==> config.mk <==
export PLATFORM = sky130hd
export DESIGN_NAME = csr_mailbox_bank
export DESIGN_NICKNAME = d
export VERILOG_FILES = /design/src/rtl/csr_bank_pkg.sv /design/src/rtl/csr_bank_decode.sv /design/src/rtl/csr_rw_half.sv /design/src/rtl/csr_read_port.sv /design/src/rtl/csr_mailbox_bank.sv
export SDC_FILE = /design/constraint.sdc
export NUM_CORES = 1
export LEC_CHECK = 0
export ABC_CLOCK_PERIOD_IN_PS = 5100
export BUFFER_PORTS_ARGS = -buffer_cell sky130_fd_sc_hd__buf_4
export CORE_MARGIN = 2
export CORE_UTILIZATION = 59
export CTS_CLUSTER_SIZE = 24
export DETAILED_ROUTE_END_ITERATION = 10
export GPL_TIMING_DRIVEN = 0
export PLACE_DENSITY_LB_ADDON = 0.1
export SLEW_MARGIN = 20
export SYNTH_ARGS = -nofsm -noshare
export SYNTH_HDL_FRONTEND = slang
export SYNTH_SLANG_ARGS = --single-unit
==> constraint.sdc <==
create_clock -name clk -period 5.1 [get_ports clk]
set_input_delay 0.765 -clock clk [delete_from_list [all_inputs] [get_ports clk]]
set_output_delay 0.765 -clock clk [all_outputs]
set_load 0.1 [all_outputs]
==> src/rtl/csr_bank_pkg.sv <==
// Shared widths and types for the mixed-access register bank.
// Assumes a 32-bit register split into two equal 16-bit halves.
package csr_bank_pkg;
    localparam int unsigned REG_W  = 32;
    localparam int unsigned HALF_W = REG_W / 2;
    typedef logic [HALF_W-1:0] half_t;
endpackage

==> src/rtl/csr_bank_decode.sv <==
// Address decoder: checks that a byte address falls inside the bank and
// turns bits [IDX_W+1:2] into a word index and a one-hot write select.
// Assumes NUM_REGS is a power of two and BASE_ADDR is aligned to the bank span.
module csr_bank_decode #(
    parameter int unsigned NUM_REGS  = 8,
    parameter int unsigned ADDR_W    = 16,
    parameter logic [ADDR_W-1:0] BASE_ADDR = 16'h0040,
    localparam int unsigned IDX_W    = $clog2(NUM_REGS)
) (
    input  logic [ADDR_W-1:0]   addr,
    input  logic                wr,
    output logic                hit,
    output logic [IDX_W-1:0]    idx,
    output logic [NUM_REGS-1:0] wr_sel
);
    localparam int unsigned TAG_LO = IDX_W + 2;

    logic [1:0] unused_lsb;
    assign unused_lsb = addr[1:0];

    // compare the tag bits with the bank base and extract the word index
    always_comb begin
        hit = (addr[ADDR_W-1:TAG_LO] == BASE_ADDR[ADDR_W-1:TAG_LO]);
        idx = addr[TAG_LO-1:2];
    end

    // one select line per register, active only on an in-bank write
    for (genvar g = 0; g < NUM_REGS; g++) begin : g_sel
        assign wr_sel[g] = wr && hit && (idx == IDX_W'(g));
    end
endmodule

==> src/rtl/csr_rw_half.sv <==
// Software-owned lower half of one register. A selected write merges data
// through the mask. Bit 0 can also be cleared by hardware, and a software
// write to bit 0 in the same cycle overrides that clear.
module csr_rw_half
    import csr_bank_pkg::*;
(
    input  logic  clk,
    input  logic  rst_n,
    input  logic  wr_sel,
    input  half_t wdata,
    input  half_t wmask,
    input  logic  hw_clr,
    output half_t q
);
    half_t nxt;

    // hardware clear first, then the masked software merge on top of it
    always_comb begin
        nxt = q;
        if (hw_clr) nxt[0] = 1'b0;
        if (wr_sel) nxt = (nxt & ~wmask) | (wdata & wmask);
    end

    // state register with synchronous active-low reset
    always_ff @(posedge clk) begin
        if (!rst_n) q <= '0;
        else        q <= nxt;
    end


    masked_bits_hold_chk: assert property (@(posedge clk) disable iff (!rst_n)
        (wr_sel && !hw_clr) |=> ((q & ~$past(wmask)) == ($past(q) & ~$past(wmask))));

    sw_set_wins_chk: assert property (@(posedge clk) disable iff (!rst_n)
        (wr_sel && wmask[0] && wdata[0]) |=> q[0]);

    hw_clear_chk: assert property (@(posedge clk) disable iff (!rst_n)
        (hw_clr && !(wr_sel && wmask[0])) |=> !q[0]);
endmodule

==> src/rtl/csr_read_port.sv <==
// Registered read path: selects the addressed register and joins its two
// halves. Out-of-bank reads give zero. Data and valid appear one cycle after
// the read strobe.
module csr_read_port
    import csr_bank_pkg::*;
#(
    parameter int unsigned NUM_REGS = 8,
    localparam int unsigned IDX_W   = $clog2(NUM_REGS)
) (
    input  logic                        clk,
    input  logic                        rst_n,
    input  logic                        rd,
    input  logic                        hit,
    input  logic [IDX_W-1:0]            idx,
    input  half_t [NUM_REGS-1:0]        lower,
    input  half_t [NUM_REGS-1:0]        upper,
    output logic [REG_W-1:0]            rdata,
    output logic                        rvalid
);
    // capture the selected word and raise valid for one cycle
    always_ff @(posedge clk) begin
        if (!rst_n) begin
            rdata  <= '0;
            rvalid <= 1'b0;
        end else begin
            rvalid <= rd;
            if (rd) rdata <= hit ? {upper[idx], lower[idx]} : '0;
        end
    end


    rvalid_follows_rd_chk: assert property (@(posedge clk) disable iff (!rst_n)
        rd |=> rvalid);

    rvalid_idle_chk: assert property (@(posedge clk) disable iff (!rst_n)
        !rd |=> !rvalid);

    miss_reads_zero_chk: assert property (@(posedge clk) disable iff (!rst_n)
        (rd && !hit) |=> (rdata == '0));
endmodule

==> src/rtl/csr_mailbox_bank.sv <==
// Top of the mixed-access register bank. Each register has a software lower
// half (csr_rw_half) and a hardware upper half sampled from hw_status every
// clock. Registers MBX_DATA_IDX and MBX_CTRL_IDX form the mailbox. The take
// input clears the ready flag (bit 0 of the control register).
module csr_mailbox_bank
    import csr_bank_pkg::*;
#(
    parameter int unsigned NUM_REGS      = 8,
    parameter int unsigned ADDR_W        = 16,
    parameter logic [ADDR_W-1:0] BASE_ADDR = 16'h0040,
    parameter int unsigned MBX_DATA_IDX  = 6,
    parameter int unsigned MBX_CTRL_IDX  = 7,
    localparam int unsigned IDX_W        = $clog2(NUM_REGS),
    localparam int unsigned STAT_W       = NUM_REGS * HALF_W
) (
    input  logic              clk,
    input  logic              rst_n,
    input  logic [ADDR_W-1:0] bus_addr,
    input  logic              bus_wr,
    input  logic              bus_rd,
    input  logic [REG_W-1:0]  bus_wdata,
    input  logic [REG_W-1:0]  bus_wmask,
    output logic [REG_W-1:0]  bus_rdata,
    output logic              bus_rvalid,
    input  logic [STAT_W-1:0] hw_status,
    input  logic              mbx_take,
    output logic [HALF_W-1:0] mbx_data,
    output logic              mbx_ready
);
    logic                  hit;
    logic [IDX_W-1:0]      idx;
    logic [NUM_REGS-1:0]   wr_sel;
    half_t [NUM_REGS-1:0]  lower;
    half_t [NUM_REGS-1:0]  status_q;
    logic                  take_eff;
    logic [REG_W-1:HALF_W] unused_wdata_hi;
    logic [REG_W-1:HALF_W] unused_wmask_hi;

    assign unused_wdata_hi = bus_wdata[REG_W-1:HALF_W];
    assign unused_wmask_hi = bus_wmask[REG_W-1:HALF_W];

    csr_bank_decode #(
        .NUM_REGS (NUM_REGS),
        .ADDR_W   (ADDR_W),
        .BASE_ADDR(BASE_ADDR)
    ) i_decode (
        .addr  (bus_addr),
        .wr    (bus_wr),
        .hit   (hit),
        .idx   (idx),
        .wr_sel(wr_sel)
    );

    // a take only counts while the flag is set
    assign take_eff = mbx_take && mbx_ready;

    for (genvar g = 0; g < NUM_REGS; g++) begin : g_reg
        csr_rw_half i_half (
            .clk   (clk),
            .rst_n (rst_n),
            .wr_sel(wr_sel[g]),
            .wdata (bus_wdata[HALF_W-1:0]),
            .wmask (bus_wmask[HALF_W-1:0]),
            .hw_clr((g == MBX_CTRL_IDX) ? take_eff : 1'b0),
            .q     (lower[g])
        );

        // sample this register's hardware-owned half every clock
        always_ff @(posedge clk) begin
            if (!rst_n) status_q[g] <= '0;
            else        status_q[g] <= hw_status[g*HALF_W +: HALF_W];
        end
    end

    csr_read_port #(
        .NUM_REGS(NUM_REGS)
    ) i_read (
        .clk   (clk),
        .rst_n (rst_n),
        .rd    (bus_rd),
        .hit   (hit),
        .idx   (idx),
        .lower (lower),
        .upper (status_q),
        .rdata (bus_rdata),
        .rvalid(bus_rvalid)
    );

    assign mbx_data  = lower[MBX_DATA_IDX];
    assign mbx_ready = lower[MBX_CTRL_IDX][0];


    upper_from_status_chk: assert property (@(posedge clk) disable iff (!rst_n)
        (bus_wr && (|unused_wmask_hi) && (|unused_wdata_hi)) |=>
            (status_q == $past(hw_status)));

    miss_write_ignored_chk: assert property (@(posedge clk) disable iff (!rst_n)
        (bus_wr && !hit && !mbx_take) |=> $stable(lower));

    flag_kept_on_collision_chk: assert property (@(posedge clk) disable iff (!rst_n)
        (mbx_take && wr_sel[MBX_CTRL_IDX] && bus_wmask[0] && bus_wdata[0]) |=> mbx_ready);
endmodule

# Word-level counts from Yosys, hierarchy flattened
# Cells that the tools add are included.
[totals]
input_bits = 213
regBits = 289
out_inout_bits = 50
wordCells = 64
[classes]
reduce_logical = 11
n_eq_ne = 8
n_bitwise = 18
magnitude_cmp = 1
n_mux = 7
[ops]
columns = ["op", "n"]
rows = [
  ["AND 16 bit", 9],
  ["OR 16 bit", 8],
  ["binary-select mux 16 bit (select 3 bit)", 2],
  ["2-to-1 mux 16 bit", 2],
  ["2-to-1 mux 32 bit", 1],
  ["inverter 16 bit", 1],
  ["equality test 3 bit (second input constant)", 4],
  ["equality test 11 x 2 -> 1 bit (second input constant)", 1],
  ["logical AND 1 bit", 10],
  ["equality test 3 x 2 -> 1 bit (second input constant)", 2],
  ["less-than comparator 3 x 4 -> 1 bit (second input constant)", 1],
  ["equality test 3 x 1 -> 1 bit (second input constant)", 1],
  ["logical NOT 3 bit", 1],
  ["2-to-1 mux 1 bit", 2],
]

# Logic depth before layout (Yosys ltp)
[logic_depth]
word_depth = 5
depth_mapped = 6
mapped_depth_nobuf = 4

# Hierarchy
# A second synthesis with hierarchy kept.
[hier_totals]
cells_unflattened = 1328
hier_area_um2 = 12475.7
[modules_own_cells]
columns = ["mod", "area_each_um2", "seq_area_each_um2", "instances", "cells_per_inst"]
rows = [
  ["csr_rw_half", 679.4, 320.3, 8, 84],
  ["csr_mailbox_bank", 3560.9, 2562.5, 1, 272],
  ["csr_read_port", 3311.9, 660.6, 1, 361],
  ["csr_bank_decode", 167.7, 0.0, 1, 23],
]

# Worst setup path before layout
# OpenSTA, ideal clock, no wires.
[synth_timing]
path_kind = "input to register"
start = "input bus_addr[3]"
end = "register i_read.rdata[3]"
path_buffers = 3
slack_ns = 2.755
required_time_ns = 4.982
arrival_ns = 2.228
cell_stages = 6
setup_ns = 0.118
cell_sequence = "buf_2 > buf_4 > clkbuf_1 > mux4_2 > mux2_2 > a22o_1"
[synth_via]
elab_chain_len = 3
[synth_lines]
columns = ["item", "line", "rtl"]
rows = [
  ["start, declared", "csr_mailbox_bank.sv:18", "input logic [ADDR_W-1:0] bus_addr,"],
  ["binary-select mux 16 bit (select 3 bit)", "csr_read_port.sv:27", "if (rd) rdata <= hit ? {upper[idx], lower[idx]} : '0;"],
  ["2-to-1 mux 16 bit (implied by the code)", "csr_read_port.sv:27", ""],
  ["2-to-1 mux 32 bit", "csr_read_port.sv:27", ""],
  ["end signal, assigned", "csr_read_port.sv:27", ""],
  ["end, declared", "csr_read_port.sv:17", "output logic [REG_W-1:0] rdata,"],
]
# Every way passes these cells. The select of a mux whose other input is x is not followed.
# A chain may end at the register's enable or synchronous reset.

==> key figures <==
Routing
  – Final Routed Wirelength: 37060 µm
  – Residual DRC: 0
  – Avg WL per Cell: ~23 µm
  – Via density per instance: between 5 and 6
  – First-pass detailed-route iteration total: 5
  – Starting DRC count in detailed routing: 853
  – Antenna viol nets, final: 0
  – Vias: 9841

STA
  – Final setup TNS: 0 ns
  – Final setup violation count: 0
  – Max Clk Rate: between 400 and 500 MHz
  – Fin crit share: approximately 45%
  – Final hold violation count: 0
  – Slew headroom: between 40% and 50%
  – Count of pins over their slew limit: 0
  – Fin crit period: roughly 2.3 ns
  – Measured slew at the worst slew-check pin: 0.8267 ns
  – Clock skew: between 0.007 and 0.008 ns
  – RSZ-0062 raised after global routing: no

Worst setup path
  – Critical path class: primary input to flip-flop
  – Worst Path Max Fanout: 10
  – Critical path required time: roughly 5.5 ns
  – Worst setup EP type: flip-flop
  – CP Launch Type: primary input
  – Critical path arrival: about 2.7 ns
  – R2r setup slk: between 3 and 4 ns

Power
  – Pint: between 3000 and 4000 µW
  – Combinational power share: under 10%
  – Switch share: 23.60%
  – Pwr/cell area: roughly 320 nW/µm²
  – NetSw: roughly 1100 µW
  – Flop pwr share: between 40% and 50%
  – Post-layout total power: slightly below 5000 µW
  – Pleak: between 0.006 and 0.007 µW
  – Clk pwr share: 43.3%
  – Max VDD drop: 0.2867 mV

Floorplan
  – Starting Density: approximately three fifths
  – Die height: between 100 and 150 µm
  – Die area: about 22000 µm²
  – IO Count: 263
  – Site row count: 52
  – Die X: roughly 150 µm
  – Core area: around 20000 µm²

Synthesis
  – Post-synth EDFFs: 0
  – Synth Area in Simple Gates: about a fifth
  – Syn nets: between 1000 and 1500
  – Top-area cell type share of the netlist area: between 40% and 50%
  – Synth area leaders: dfxtp_1 48%, mux4_2 12%, mux2i_1 11%
  – Synth warnings: 0
  – Syn_area_per_cell: 10.98 µm²
  – Synth Area in Compound Gates: between 2 and 2.5%
  – Synth unique cells: 21
  – Ys async rst share: 0%
  – Post-synthesis mux area share: between 20% and 30%
  – Synthesized instance count: 1095
  – Post-Synth XOR/XNOR Area: 0%
  – Yosys top cell by area: dfxtp_1
  – Main combinational cell family by area after synthesis: multiplexers
  – Synth top cells by count: 289 x dfxtp_1, 147 x and2_1, 143 x nand2_1
  – Register area share after synthesis: approximately 48%
  – FF+latch count, synth: roughly 290
  – Mapped cell area: roughly 12000 µm²
  – Top-count cell post-synth: dfxtp_1
  – Adder-Cell Fraction of Synth Area: 0%
  – Top_reg_cell synth: dfxtp_1

GRT
  – First-pass GRT wire length: 56420 µm
  – Gr usage total: about 34%
  – Vias in the first global route: approximately 10000
  – Pin count of the biggest net entering global routing: 16
  – Initial antenna violation count: 0
  – Gr ovfl total: 0

Finish
  – # fillers: between 1000 and 1500
  – # diodes: 0
  – Area taken by multi-input logic gates: between 5000 and 6000 µm²
  – Ratio of cells with drive above 1 in the final layout: around 29%
  – Area Overhead vs Synth: 24.54%
  – Final instance area: 14970 µm²
  – Register area: approximately 5800 µm²
  – Fin cells: 1642
  – NumNets Final: 1563

Place
  – Final GP Congestion: between 0.9 and 1
  – Port-buffer cells: 224
  – DP Cell Count: 1589
  – DP Wirelength: ~26000 µm
  – Area post-placement: ~14000 µm²

Min path
  – Worst hold path type: primary input to flip-flop

Clock network
  – Post-CTS Setup Inserts: 0
  – Clock root buffer: clkbuf_16
  – Num CTS Buffers: 29
  – Clk sinks: 289
  – CTS clock-pin slew for the worst setup and hold paths: 0.06 ns
  – Quantity of gates resized following cts: 0
  – CTS H-tree lvls: 1
  – Clock latency on the worst-skew pair: between 0.5 and 0.6 ns
  – Clock Path Buffers: 3
  – TritonCTS clock tree: done
  – Cts-stage hold buffer count: 0

Flow run
  – Max cap viols: 0

Run status
  – Status: complete, no violations
[per-stage QoR]
step                      setup slack [ns]  utilization [%]  hold slack, ns
after floorplan                      2.755                -          0.4353
after global placement               2.291            69.85          0.4429
after detailed placement             2.267            69.85          0.4500
after CTS                            2.844            74.48          0.3972
after global routing                 2.742            74.48          0.4001
final                                2.787            74.48          0.4096
[area by class of cell]
cell class	instances	share of cell area (%)
clock buffer	42	5.373
multi-input combinational	704	38.68
clock inverter	11	0.8440
buffer	102	2.975
tap	270	2.256
timing repair buffer	224	11.23
sequential	289	38.64
[final timing paths]
path | from | to | cells past startpoint
hold reg to reg | flip-flop | flip-flop | 2
setup / recovery | bus_addr[4] | flip-flop | 6
setup reg to reg | g_reg[7].i_half.q[0] | i_read.rdata[0] | 3
hold / removal | hw_status[31] | status_q[31] | 2
[cells in the final DEF, fill, tap and decap left out]
master,instances
nor4_1,1
buf_4,226
nor2_1,2
dfxtp_1,289
inv_16,1
clkbuf_8,3
nand4_1,129
mux2i_1,130
o21a_1,1
buf_6,3
mux2_2,31
mux4_2,63
buf_2,26
clkinvlp_4,1
nor3_1,2
clkbuf_1,79
clkinv_4,1
nor4b_1,1
clkbuf_16,29
bufinv_16,2
nand3b_1,1
and2_1,147
nor2b_1,20
a22o_1,32
buf_1,2
clkinv_2,6
nand2_1,143
and3_1,1
[worst max-delay path, cell delays in order]
cell and delay, ns:
clkbuf_1 0.48, and2_1 0.21, clkbuf_1 0.26, clkbuf_1 0.62, nand4_1 0.22, mux2i_1 0.18
[power by group through the flow]
stage / Clock (µW) / Sequential, µW / Combinational [µW]
3_5_place_dp: 0 / 2380 / 423
3_3_place_gp: 0 / 2370 / 419
4_1_cts: 2110 / 2330 / 425
6_report: 2100 / 2320 / 431
5_1_grt: 2200 / 2330 / 455
2_1_floorplan: 0 / 2370 / 215
[routing by layer]
layer	routed length (µm)	GRT usage, %	part of all wire (%)
met5	0	0	0
met4	1513	15.05	4.1
met3	3467	6.615	9.4
met2	18120	58.50	49
met1	13960	42.27	38
[kinds of logic after synthesis]
kind of cell,after synthesis
AND/OR/NAND/NOR,447
flip-flops,289
multiplexers,224
buffers and inverters,102
AO/OA/AOI/OAI,33
(Power assumes the default switching activity.)
